===== src/rtl/lmem_pkg.sv =====
// Shared definitions for the local memory router.
// Assumes access types are encoded in two bits; code 3 is unused and never masked.
package lmem_pkg;
    typedef enum logic [1:0] {
        ACC_FETCH = 2'd0,
        ACC_SUPV  = 2'd1,
        ACC_USER  = 2'd2
    } acc_t;

    localparam int NUM_ACC       = 3;  // access types with a mask bit
    localparam int CFG_VALID_BIT = 0;  // window enable
    localparam int CFG_MASK_LSB  = 1;  // first mask bit, one per access type
endpackage


===== src/rtl/lmem_window.sv =====
// SRAM window register and address decode.
// Holds an aligned base, a valid bit and per-type masks; decodes a hit
// combinationally from the registered value, so a write affects the next access.
module lmem_window
    import lmem_pkg::*;
#(
    parameter int ADDR_W = 32,
    parameter int OFS_W  = 12
) (
    input  logic              clk,
    input  logic              rst_n,
    input  logic              cfg_we,
    input  logic [ADDR_W-1:0] cfg_wdata,
    input  logic [1:0]        acc_type,
    input  logic [ADDR_W-1:0] addr,
    output logic              win_hit
);
    localparam int BASE_W = ADDR_W - OFS_W;

    logic [BASE_W-1:0]  base_q;
    logic               valid_q;
    logic [NUM_ACC-1:0] mask_q;
    logic [NUM_ACC-1:0] type_dec;
    logic               masked;
    logic               unused_cfg_bits;

    assign unused_cfg_bits = ^cfg_wdata[OFS_W-1:CFG_MASK_LSB+NUM_ACC];

    // Register update: reset to an invalid, unmasked window.
    always_ff @(posedge clk) begin
        if (!rst_n) begin
            base_q  <= '0;
            valid_q <= 1'b0;
            mask_q  <= '0;
        end else if (cfg_we) begin
            base_q  <= cfg_wdata[ADDR_W-1:OFS_W];
            valid_q <= cfg_wdata[CFG_VALID_BIT];
            mask_q  <= cfg_wdata[CFG_MASK_LSB +: NUM_ACC];
        end
    end

    // One decode line per maskable access type.
    for (genvar g = 0; g < NUM_ACC; g++) begin : g_type
        assign type_dec[g] = (acc_type == 2'(g));
    end

    // Hit decode: valid, base match and type not masked.
    always_comb begin
        masked  = |(type_dec & mask_q);
        win_hit = valid_q && (addr[ADDR_W-1:OFS_W] == base_q) && !masked;
    end

    // a window that is not valid never produces a hit
    p_invalid_no_hit_r9: assert property (@(posedge clk) disable iff (!rst_n)
        !valid_q |-> !win_hit);
    // a masked access type never hits
    p_masked_no_hit_r8: assert property (@(posedge clk) disable iff (!rst_n)
        (acc_type < 2'(NUM_ACC) && mask_q[acc_type]) |-> !win_hit);
endmodule


===== src/rtl/lmem_resolve.sv =====
// Read resolution stage: holds the looked-up read for one cycle, picks the
// source by fixed priority (SRAM, cache, system memory), runs the miss wait
// and registers the response. Assumes SRAM and cache answer the cycle after enable.
module lmem_resolve #(
    parameter int ADDR_W = 32,
    parameter int DATA_W = 32
) (
    input  logic              clk,
    input  logic              rst_n,
    input  logic              rd_accept,
    input  logic              rd_sram,
    input  logic [ADDR_W-1:0] rd_addr,
    input  logic [DATA_W-1:0] sram_rdata,
    input  logic              cache_hit,
    input  logic [DATA_W-1:0] cache_rdata,
    input  logic              sys_done,
    input  logic [DATA_W-1:0] sys_rdata,
    output logic              miss_now,
    output logic              sys_busy,
    output logic [ADDR_W-1:0] sys_addr,
    output logic              rsp_valid,
    output logic [DATA_W-1:0] rsp_data,
    output logic              sram_sel,
    output logic              cache_sel,
    output logic              ext_sel,
    output logic              cache_fill
);
    logic              s1_valid;
    logic              s1_sram;
    logic [ADDR_W-1:0] s1_addr;
    logic              ext_done;

    assign miss_now = s1_valid && !s1_sram && !cache_hit;
    assign ext_done = sys_busy && sys_done;

    // Lookup stage: remember which read is waiting for data.
    always_ff @(posedge clk) begin
        if (!rst_n) begin
            s1_valid <= 1'b0;
            s1_sram  <= 1'b0;
            s1_addr  <= '0;
        end else begin
            s1_valid <= rd_accept;
            s1_sram  <= rd_sram;
            s1_addr  <= rd_addr;
        end
    end

    // Miss wait: hold the system request until completion.
    always_ff @(posedge clk) begin
        if (!rst_n) begin
            sys_busy <= 1'b0;
            sys_addr <= '0;
        end else if (miss_now) begin
            sys_busy <= 1'b1;
            sys_addr <= s1_addr;
        end else if (ext_done) begin
            sys_busy <= 1'b0;
        end
    end

    // Response register: priority mux and source flags.
    always_ff @(posedge clk) begin
        if (!rst_n) begin
            rsp_valid  <= 1'b0;
            rsp_data   <= '0;
            sram_sel   <= 1'b0;
            cache_sel  <= 1'b0;
            ext_sel    <= 1'b0;
            cache_fill <= 1'b0;
        end else begin
            rsp_valid  <= (s1_valid && (s1_sram || cache_hit)) || ext_done;
            sram_sel   <= s1_valid && s1_sram;
            cache_sel  <= s1_valid && !s1_sram && cache_hit;
            ext_sel    <= ext_done;
            cache_fill <= ext_done;
            if (s1_valid && s1_sram)       rsp_data <= sram_rdata;
            else if (s1_valid && cache_hit) rsp_data <= cache_rdata;
            else                             rsp_data <= sys_rdata;
        end
    end

    // one source flag with every response
    p_rsp_onehot_r12: assert property (@(posedge clk) disable iff (!rst_n)
        rsp_valid |-> $onehot({sram_sel, cache_sel, ext_sel}));
    // SRAM data is never allocated into the cache
    p_no_fill_sram_r5: assert property (@(posedge clk) disable iff (!rst_n)
        (rsp_valid && sram_sel) |-> !cache_fill);
    // the system request holds until its completion
    p_sys_hold_r4: assert property (@(posedge clk) disable iff (!rst_n)
        (sys_busy && !sys_done) |=> sys_busy);
    // an SRAM lookup never raises a system request
    p_sram_no_sys_r4: assert property (@(posedge clk) disable iff (!rst_n)
        (s1_valid && s1_sram) |=> !sys_busy);
endmodule


===== src/rtl/lmem_router.sv =====
// Local memory access router top.
// Reads probe the SRAM (when in window) and the cache together; writes go to
// exactly one memory. Assumes the requester holds a request until req_ready.
module lmem_router
    import lmem_pkg::*;
#(
    parameter int ADDR_W     = 32,
    parameter int DATA_W     = 32,
    parameter int SRAM_BYTES = 4096,
    localparam int OFS_W     = $clog2(SRAM_BYTES),
    localparam int BYTE_W    = $clog2(DATA_W / 8),
    localparam int SRAM_AW   = OFS_W - BYTE_W
) (
    input  logic               clk,
    input  logic               rst_n,
    input  logic               cfg_we,
    input  logic [ADDR_W-1:0]  cfg_wdata,
    input  logic               req_valid,
    output logic               req_ready,
    input  logic               req_write,
    input  logic [1:0]         req_type,
    input  logic [ADDR_W-1:0]  req_addr,
    input  logic [DATA_W-1:0]  req_wdata,
    output logic               sram_en,
    output logic               sram_we,
    output logic [SRAM_AW-1:0] sram_addr,
    output logic [DATA_W-1:0]  sram_wdata,
    input  logic [DATA_W-1:0]  sram_rdata,
    output logic               cache_en,
    output logic               cache_we,
    output logic [ADDR_W-1:0]  cache_addr,
    output logic [DATA_W-1:0]  cache_wdata,
    input  logic               cache_hit,
    input  logic [DATA_W-1:0]  cache_rdata,
    output logic               sys_req,
    output logic [ADDR_W-1:0]  sys_addr,
    input  logic               sys_done,
    input  logic [DATA_W-1:0]  sys_rdata,
    output logic               rsp_valid,
    output logic [DATA_W-1:0]  rsp_data,
    output logic               sram_sel,
    output logic               cache_sel,
    output logic               ext_sel,
    output logic               cache_fill
);
    logic win_hit;
    logic accept;
    logic miss_now;

    lmem_window #(.ADDR_W(ADDR_W), .OFS_W(OFS_W)) u_window (
        .clk      (clk),
        .rst_n    (rst_n),
        .cfg_we   (cfg_we),
        .cfg_wdata(cfg_wdata),
        .acc_type (req_type),
        .addr     (req_addr),
        .win_hit  (win_hit)
    );

    lmem_resolve #(.ADDR_W(ADDR_W), .DATA_W(DATA_W)) u_resolve (
        .clk        (clk),
        .rst_n      (rst_n),
        .rd_accept  (accept && !req_write),
        .rd_sram    (win_hit),
        .rd_addr    (req_addr),
        .sram_rdata (sram_rdata),
        .cache_hit  (cache_hit),
        .cache_rdata(cache_rdata),
        .sys_done   (sys_done),
        .sys_rdata  (sys_rdata),
        .miss_now   (miss_now),
        .sys_busy   (sys_req),
        .sys_addr   (sys_addr),
        .rsp_valid  (rsp_valid),
        .rsp_data   (rsp_data),
        .sram_sel   (sram_sel),
        .cache_sel  (cache_sel),
        .ext_sel    (ext_sel),
        .cache_fill (cache_fill)
    );

    // Request steering: stall on a pending miss, probe in parallel on reads.
    always_comb begin
        req_ready   = !sys_req && !miss_now;
        accept      = req_valid && req_ready;
        sram_en     = accept && win_hit;
        sram_we     = sram_en && req_write;
        cache_en    = accept && (!req_write || !win_hit);
        cache_we    = cache_en && req_write;
        sram_addr   = req_addr[OFS_W-1:BYTE_W];
        sram_wdata  = req_wdata;
        cache_addr  = req_addr;
        cache_wdata = req_wdata;
    end

    // a write touches exactly one memory
    p_write_one_target_r6: assert property (@(posedge clk) disable iff (!rst_n)
        (accept && req_write) |-> ($onehot({sram_we, cache_we}) && !sys_req));
    // an SRAM read is always paired with a cache probe
    p_read_parallel_r1: assert property (@(posedge clk) disable iff (!rst_n)
        (sram_en && !req_write) |-> cache_en);
    // no request is taken while a system read is outstanding
    p_stall_r4: assert property (@(posedge clk) disable iff (!rst_n)
        sys_req |-> (!sram_en && !cache_en));
endmodule


===== config.mk =====
export PLATFORM = sky130hd
export DESIGN_NAME = lmem_router
export DESIGN_NICKNAME = d
export VERILOG_FILES = /design/src/rtl/lmem_pkg.sv /design/src/rtl/lmem_window.sv /design/src/rtl/lmem_resolve.sv /design/src/rtl/lmem_router.sv
export SDC_FILE = /design/constraint.sdc
export NUM_CORES = 1
export LEC_CHECK = 0
export ABC_AREA = 1
export ABC_CLOCK_PERIOD_IN_PS = 1570
export BUFFER_PORTS_ARGS = -buffer_cell sky130_fd_sc_hd__clkbuf_2
export CELL_PAD_IN_SITES_DETAIL_PLACEMENT = 1
export CELL_PAD_IN_SITES_GLOBAL_PLACEMENT = 1
export CORE_ASPECT_RATIO = 1.4
export CORE_UTILIZATION = 25
export DETAILED_ROUTE_END_ITERATION = 16
export PLACE_DENSITY_LB_ADDON = 0.1
export SLEW_MARGIN = 20
export SYNTH_ARGS = -nofsm -noshare
export SYNTH_HDL_FRONTEND = slang
export SYNTH_SLANG_ARGS = --single-unit

===== constraint.sdc =====
create_clock -name clk -period 1.57 [get_ports clk]
set_clock_uncertainty 0.15 [all_clocks]
set_input_delay 0.314 -clock clk [delete_from_list [all_inputs] [get_ports clk]]
set_output_delay 0.314 -clock clk [all_outputs]
set_load 0.01 [all_outputs]

Word-level counts from Yosys, hierarchy flattened --
Cells that the tools add are included.
Cells by class: bitwise operators 1, reduce and logical (&&, ||, !) cells 29, muxes and demuxes 4, equal/unequal tests 3
Operator list (number):
- 32-bit two-way mux | 2
- 20-bit == test | 1
- 1-bit logical AND | 16
- 1-bit logical NOT | 7
- 3-bit AND | 1
- 1-bit logical OR | 3
- 3-bit OR reduction | 1
- 2-bit by 1-bit == test with 1-bit output (second input constant) | 1
- 2-bit == test (second input constant) | 1
- 2-bit logical NOT | 1
- 1-bit two-way mux | 2
- 2-bit nonzero test | 1
Storage, ports and cells: flip-flop bits (word level) 127, output and inout bits 181, input bits 201, logic and storage cells 50

Longest topological paths before layout --
depth in word-level cells 9, depth in mapped cells 9, depth with buffers taken out 9

By module --
Synthesis repeated with hierarchy kept, for this count alone.
Second synthesis, totals: cell total of the unflattened synthesis 923, area, all modules 6231.0 um^2
By module, submodules not included:
- lmem_resolve | instances 1, area each 4134.0 um^2, cells an instance 606, sequential area each 2062.0 um^2
- lmem_window | instances 1, area each 1251.2 um^2, cells an instance 200, sequential area each 480.5 um^2
- lmem_router | instances 1, area each 845.8 um^2, cells an instance 117, sequential area each 0.0 um^2

Worst setup path after synthesis --
No wires, ideal clock.
path type input to output, start input port cache_hit, end output port sram_we, path slack -0.012 ns, stages 7, path buffers 1, required time 1.106 ns, data arrival time 1.118 ns, cells stage by stage buf_2 -> nor3_4 -> inv_2 -> nand2_1 -> nor2_1 -> nand4_1 -> nor2_1
On the way: cells in the longest elaborated chain, start to end 7
RTL lines:
- start: declaration | line lmem_router.sv:33 | input logic cache_hit,
- 1-bit logical NOT | line lmem_resolve.sv:33 | assign miss_now = s1_valid && !s1_sram && !cache_hit;
- 1-bit logical AND | line lmem_resolve.sv:33
- 1-bit logical NOT | line lmem_router.sv:84 | req_ready = !sys_req && !miss_now;
- 1-bit logical AND | line lmem_router.sv:84
- 1-bit logical AND | line lmem_router.sv:85 | accept = req_valid && req_ready;
- 1-bit logical AND | line lmem_router.sv:86 | sram_en = accept && win_hit;
- 1-bit logical AND | line lmem_router.sv:87 | sram_we = sram_en && req_write;
- end: declaration | line lmem_router.sv:25 | output logic sram_we,
Every way passes these cells.

Worst setup path in the final report --
start register u_window.base_q[17], end output port sram_we
On the way: cells in the longest elaborated chain, start to end 5
RTL lines:
- start: declaration | line lmem_window.sv:20 | logic [BASE_W-1:0] base_q;
- start signal: assignment | line lmem_window.sv:36 | base_q <= cfg_wdata[ADDR_W-1:OFS_W];
- 20-bit == test | line lmem_window.sv:50 | win_hit = valid_q && (addr[ADDR_W-1:OFS_W] == base_q) && !masked;
- 1-bit logical AND (2 in a row) | line lmem_window.sv:50
- 1-bit logical AND | line lmem_router.sv:86
- 1-bit logical AND | line lmem_router.sv:87
Every way passes these cells.

==> results by group <==
Worst setup path
  – CP Data Required Time: 1.11 ns
  – Crit path arrival time: 1.76 ns
  – Worst R2R Path Depth: 7
  – Critical-path top delay cell: dfxtp_2
  – CP endpoint kind: primary output
  – Crit path largest cell delay: about 0.33 ns
  – Crit-path cells: inv_2 > nand2_1 > o21ai_1 > nor2_1 > nand2_1 > nor2_2 > nand4_1 > nor2_2 > buf_2
  – Flop2flop setup slack: 0.10 ns
  – Max FO, Critical Path: 2
  – Worst setup SP type: register
  – Setup CP Type: reg2out

Synth
  – Synthesized instance count: between 700 and 800
  – Post-synthesis cell type count: 18
  – Mapped cell area: between 0.005 and 0.006 sq mm
  – Register area share after synthesis: a little over two fifths
  – Share of the synthesized area in the top cell type: 43.79%
  – Syn avg cell area: 7.293 sq um
  – Synth top cells by count: 127 x dfxtp_1, 123 x nand2_1, 115 x nor2_1, 108 x buf_4, 103 x inv_1
  – Count leader, synth: dfxtp_1
  – Post-Syn Nets: 997
  – Main flop type after synthesis: dfxtp_1
  – Leading post-synthesis cells by cell area: dfxtp_1 44%, buf_4 14%, nand2_1 8.0%
  – Area leader, netlist: dfxtp_1
  – Post-synth ARST share: 0%
  – #FFs+latches synth: 127
  – Number of flops mapped to enable cells by yosys: 0
  – Warnings, synthesis: 0

STA
  – Rel. slew slack: 70.96%
  – Period utilization: 142.0%
  – Endpoints failing setup: 5
  – Tmin final: 2.229 ns
  – Slew @ Worst Pin: between 0.4 and 0.5 ns
  – RSZ-0062 raised after global routing: true
  – Final Hold Vio Count: 0
  – Achievable frequency: around 450 MHz
  – Slew Limit Fails: 0
  – Setup WS post-layout: -0.6586 ns

Floorplan
  – Num rows: between 60 and 70
  – Core Region: about 0.023 sq mm
  – Die Wd: 130.8 um
  – Die extent in y: 182.3 um
  – Total Die Area: 0.02384 sq mm
  – Num ports: around 380
  – Initial core utilization: 25.59%

CTS
  – Htree depth: 4
  – Sink Count: roughly 130
  – CTS Buf Count: 17
  – CTS root buf: clkbuf_16
  – Clock Path Buffers: 2
  – Clk_lat worst skew: 0.42 ns
  – TritonCTS clock tree: done
  – Clock slew at reported path FFs: ~0.05 ns

Routing
  – WL final: 19560 um
  – Initial drt markers: 160
  – Via count: between 5000 and 6000
  – Post-route DRC: 0
  – WL per Instance: 14.22 um
  – Post-DRT Antenna Nets: 0
  – Drt pass-1 iters: 4
  – Vias per inst: approximately 4.2

Layout
  – FF/Latch Area: 0.002552 sq mm
  – Share of layout cells above drive strength 1: 36.96%
  – Final nets: 1262
  – Area growth syn-to-layout: 43.71%
  – Fillers: approximately 2900
  – Fin area: between 0.008 and 0.009 sq mm
  – Area occupied by multi-input gates: approximately 0.0019 sq mm
  – Post-route insts no fill: 1375
  – # diodes: 0

GRT
  – Antenna violations before repair: 0
  – Vias in the first global route: 5757
  – Largest net degree at the start of global routing: 38
  – GRT Total Usage: 16.73%
  – First-pass GRT wire length: 29860 um
  – GRT overflow: 0

Min path
  – Hold Crit Class: in2reg
  – WHS Path Cells: 3

Place
  – Dpl cell area: 0.007193 sq mm
  – Hpwl dp: 14540 um
  – I/O Buffers: around 280
  – DP Cell Count: 1293
  – Routability congestion estimate: 0.7641

Run status
  – Status: finished with violations
  – Failing checks: setup timing

Pwr
  – Peak VDD IR: 0.0007854 V
  – Static Leak: around 4.7 nW
  – PD cells: 1028 mW/mm^2
  – Tot Pwr: 8.577 mW

Run
  – Max Cap Violations: 0
==> cell usage in the layout, fill, tap and decap left out, types with 2 or more instances in the layout <==
| master | instances |
|---|---|
| a21oi_1 | 15 |
| buf_12 | 8 |
| buf_2 | 5 |
| buf_4 | 62 |
| bufinv_16 | 3 |
| clkbuf_1 | 3 |
| clkbuf_16 | 17 |
| clkbuf_2 | 265 |
| clkinv_2 | 5 |
| clkinv_4 | 2 |
| dfxtp_1 | 119 |
| dfxtp_2 | 8 |
| dlygate4sd3_1 | 53 |
| inv_1 | 96 |
| inv_2 | 9 |
| nand2_1 | 118 |
| nand2_2 | 5 |
| nand3_1 | 65 |
| nor2_1 | 111 |
| nor2_2 | 4 |
| o211ai_1 | 32 |
| o21ai_0 | 58 |
| o21ai_1 | 2 |
==> metrics by stage <==
stage	setup WS [ns]	setup TNS, ns	util (%)	hold WS (ns)
2_1_floorplan	0.009536	0	-	0.2575
3_3_place_gp	-0.3989	-1.346	31.70	0.2839
3_5_place_dp	-0.3576	-1.283	31.70	0.2937
4_1_cts	-0.6752	-2.859	36.79	0.002733
5_1_grt	-0.8359	-3.498	36.77	0.02471
6_report	-0.6586	-2.676	36.77	0.02778
==> kinds of logic after synthesis <==
family	share of synthesized area, %
AOI/OAI and AO/OA	10.84
buffers and inverters	23.90
DFF	43.79
and+or+nand+nor	21.47
==> power breakdown <==
group          total, mW  internal [mW]  switching (mW)  leakage [nW]
clock               3.98           2.53            1.46         0.291
combinational       1.14          0.565           0.575          3.34
sequential          3.46           3.40          0.0609          1.05
==> final cells by class <==
class	count	area share [%]
flip-flops and latches	127	30.59
multi-input cells	415	22.75
inverters	105	4.724
repair buffers	395	30.34
clock inverters	11	1.680
well taps	301	4.514
clock buffers	21	5.399
==> sequential cells by signal, summed over array words and instances (netlist names), 3 cells and up <==
name and flops:
u_resolve.rsp_data 32, u_window.mask_q 3, u_resolve.s1_addr 32, u_resolve.sys_addr 32, u_window.base_q 20
==> critical path, delay by kind of cell, from the launching register on <==
| kind | cells | cell delay, ns |
|---|---|---|
| flip-flops | 1 | 0.33 |
| AND/OR/NAND/NOR | 6 | 0.79 |
| buffers and inverters | 2 | 0.17 |
| AO/OA/AOI/OAI | 1 | 0.07 |
==> routing by layer <==
layer	wire [um]	track usage, %
met1	7672	17.04
met2	10050	30.98
met3	1381	4.808
met4	455	7.172
met5	0	0
==> worst paths after layout <==
path / end / startpoint
min reg2reg: u_resolve.sys_addr[28] / u_resolve.s1_addr[28]
min: u_window.mask_q[1] / cfg_wdata[2]
max: sram_we / u_window.base_q[17]
max reg2reg: u_resolve.rsp_data[28] / u_resolve.s1_valid
==> repair_timing <==
action | CTS | global route
setup buffers | 1 | 0
hold endpoints to repair | 55 | 0
hold buffers | 54 | 0
setup endpoints to repair | 5 | 14
pin swaps | 3 | 7
gates resized for setup | 16 | 16
Note: power is estimated with default switching activity, not from simulation.
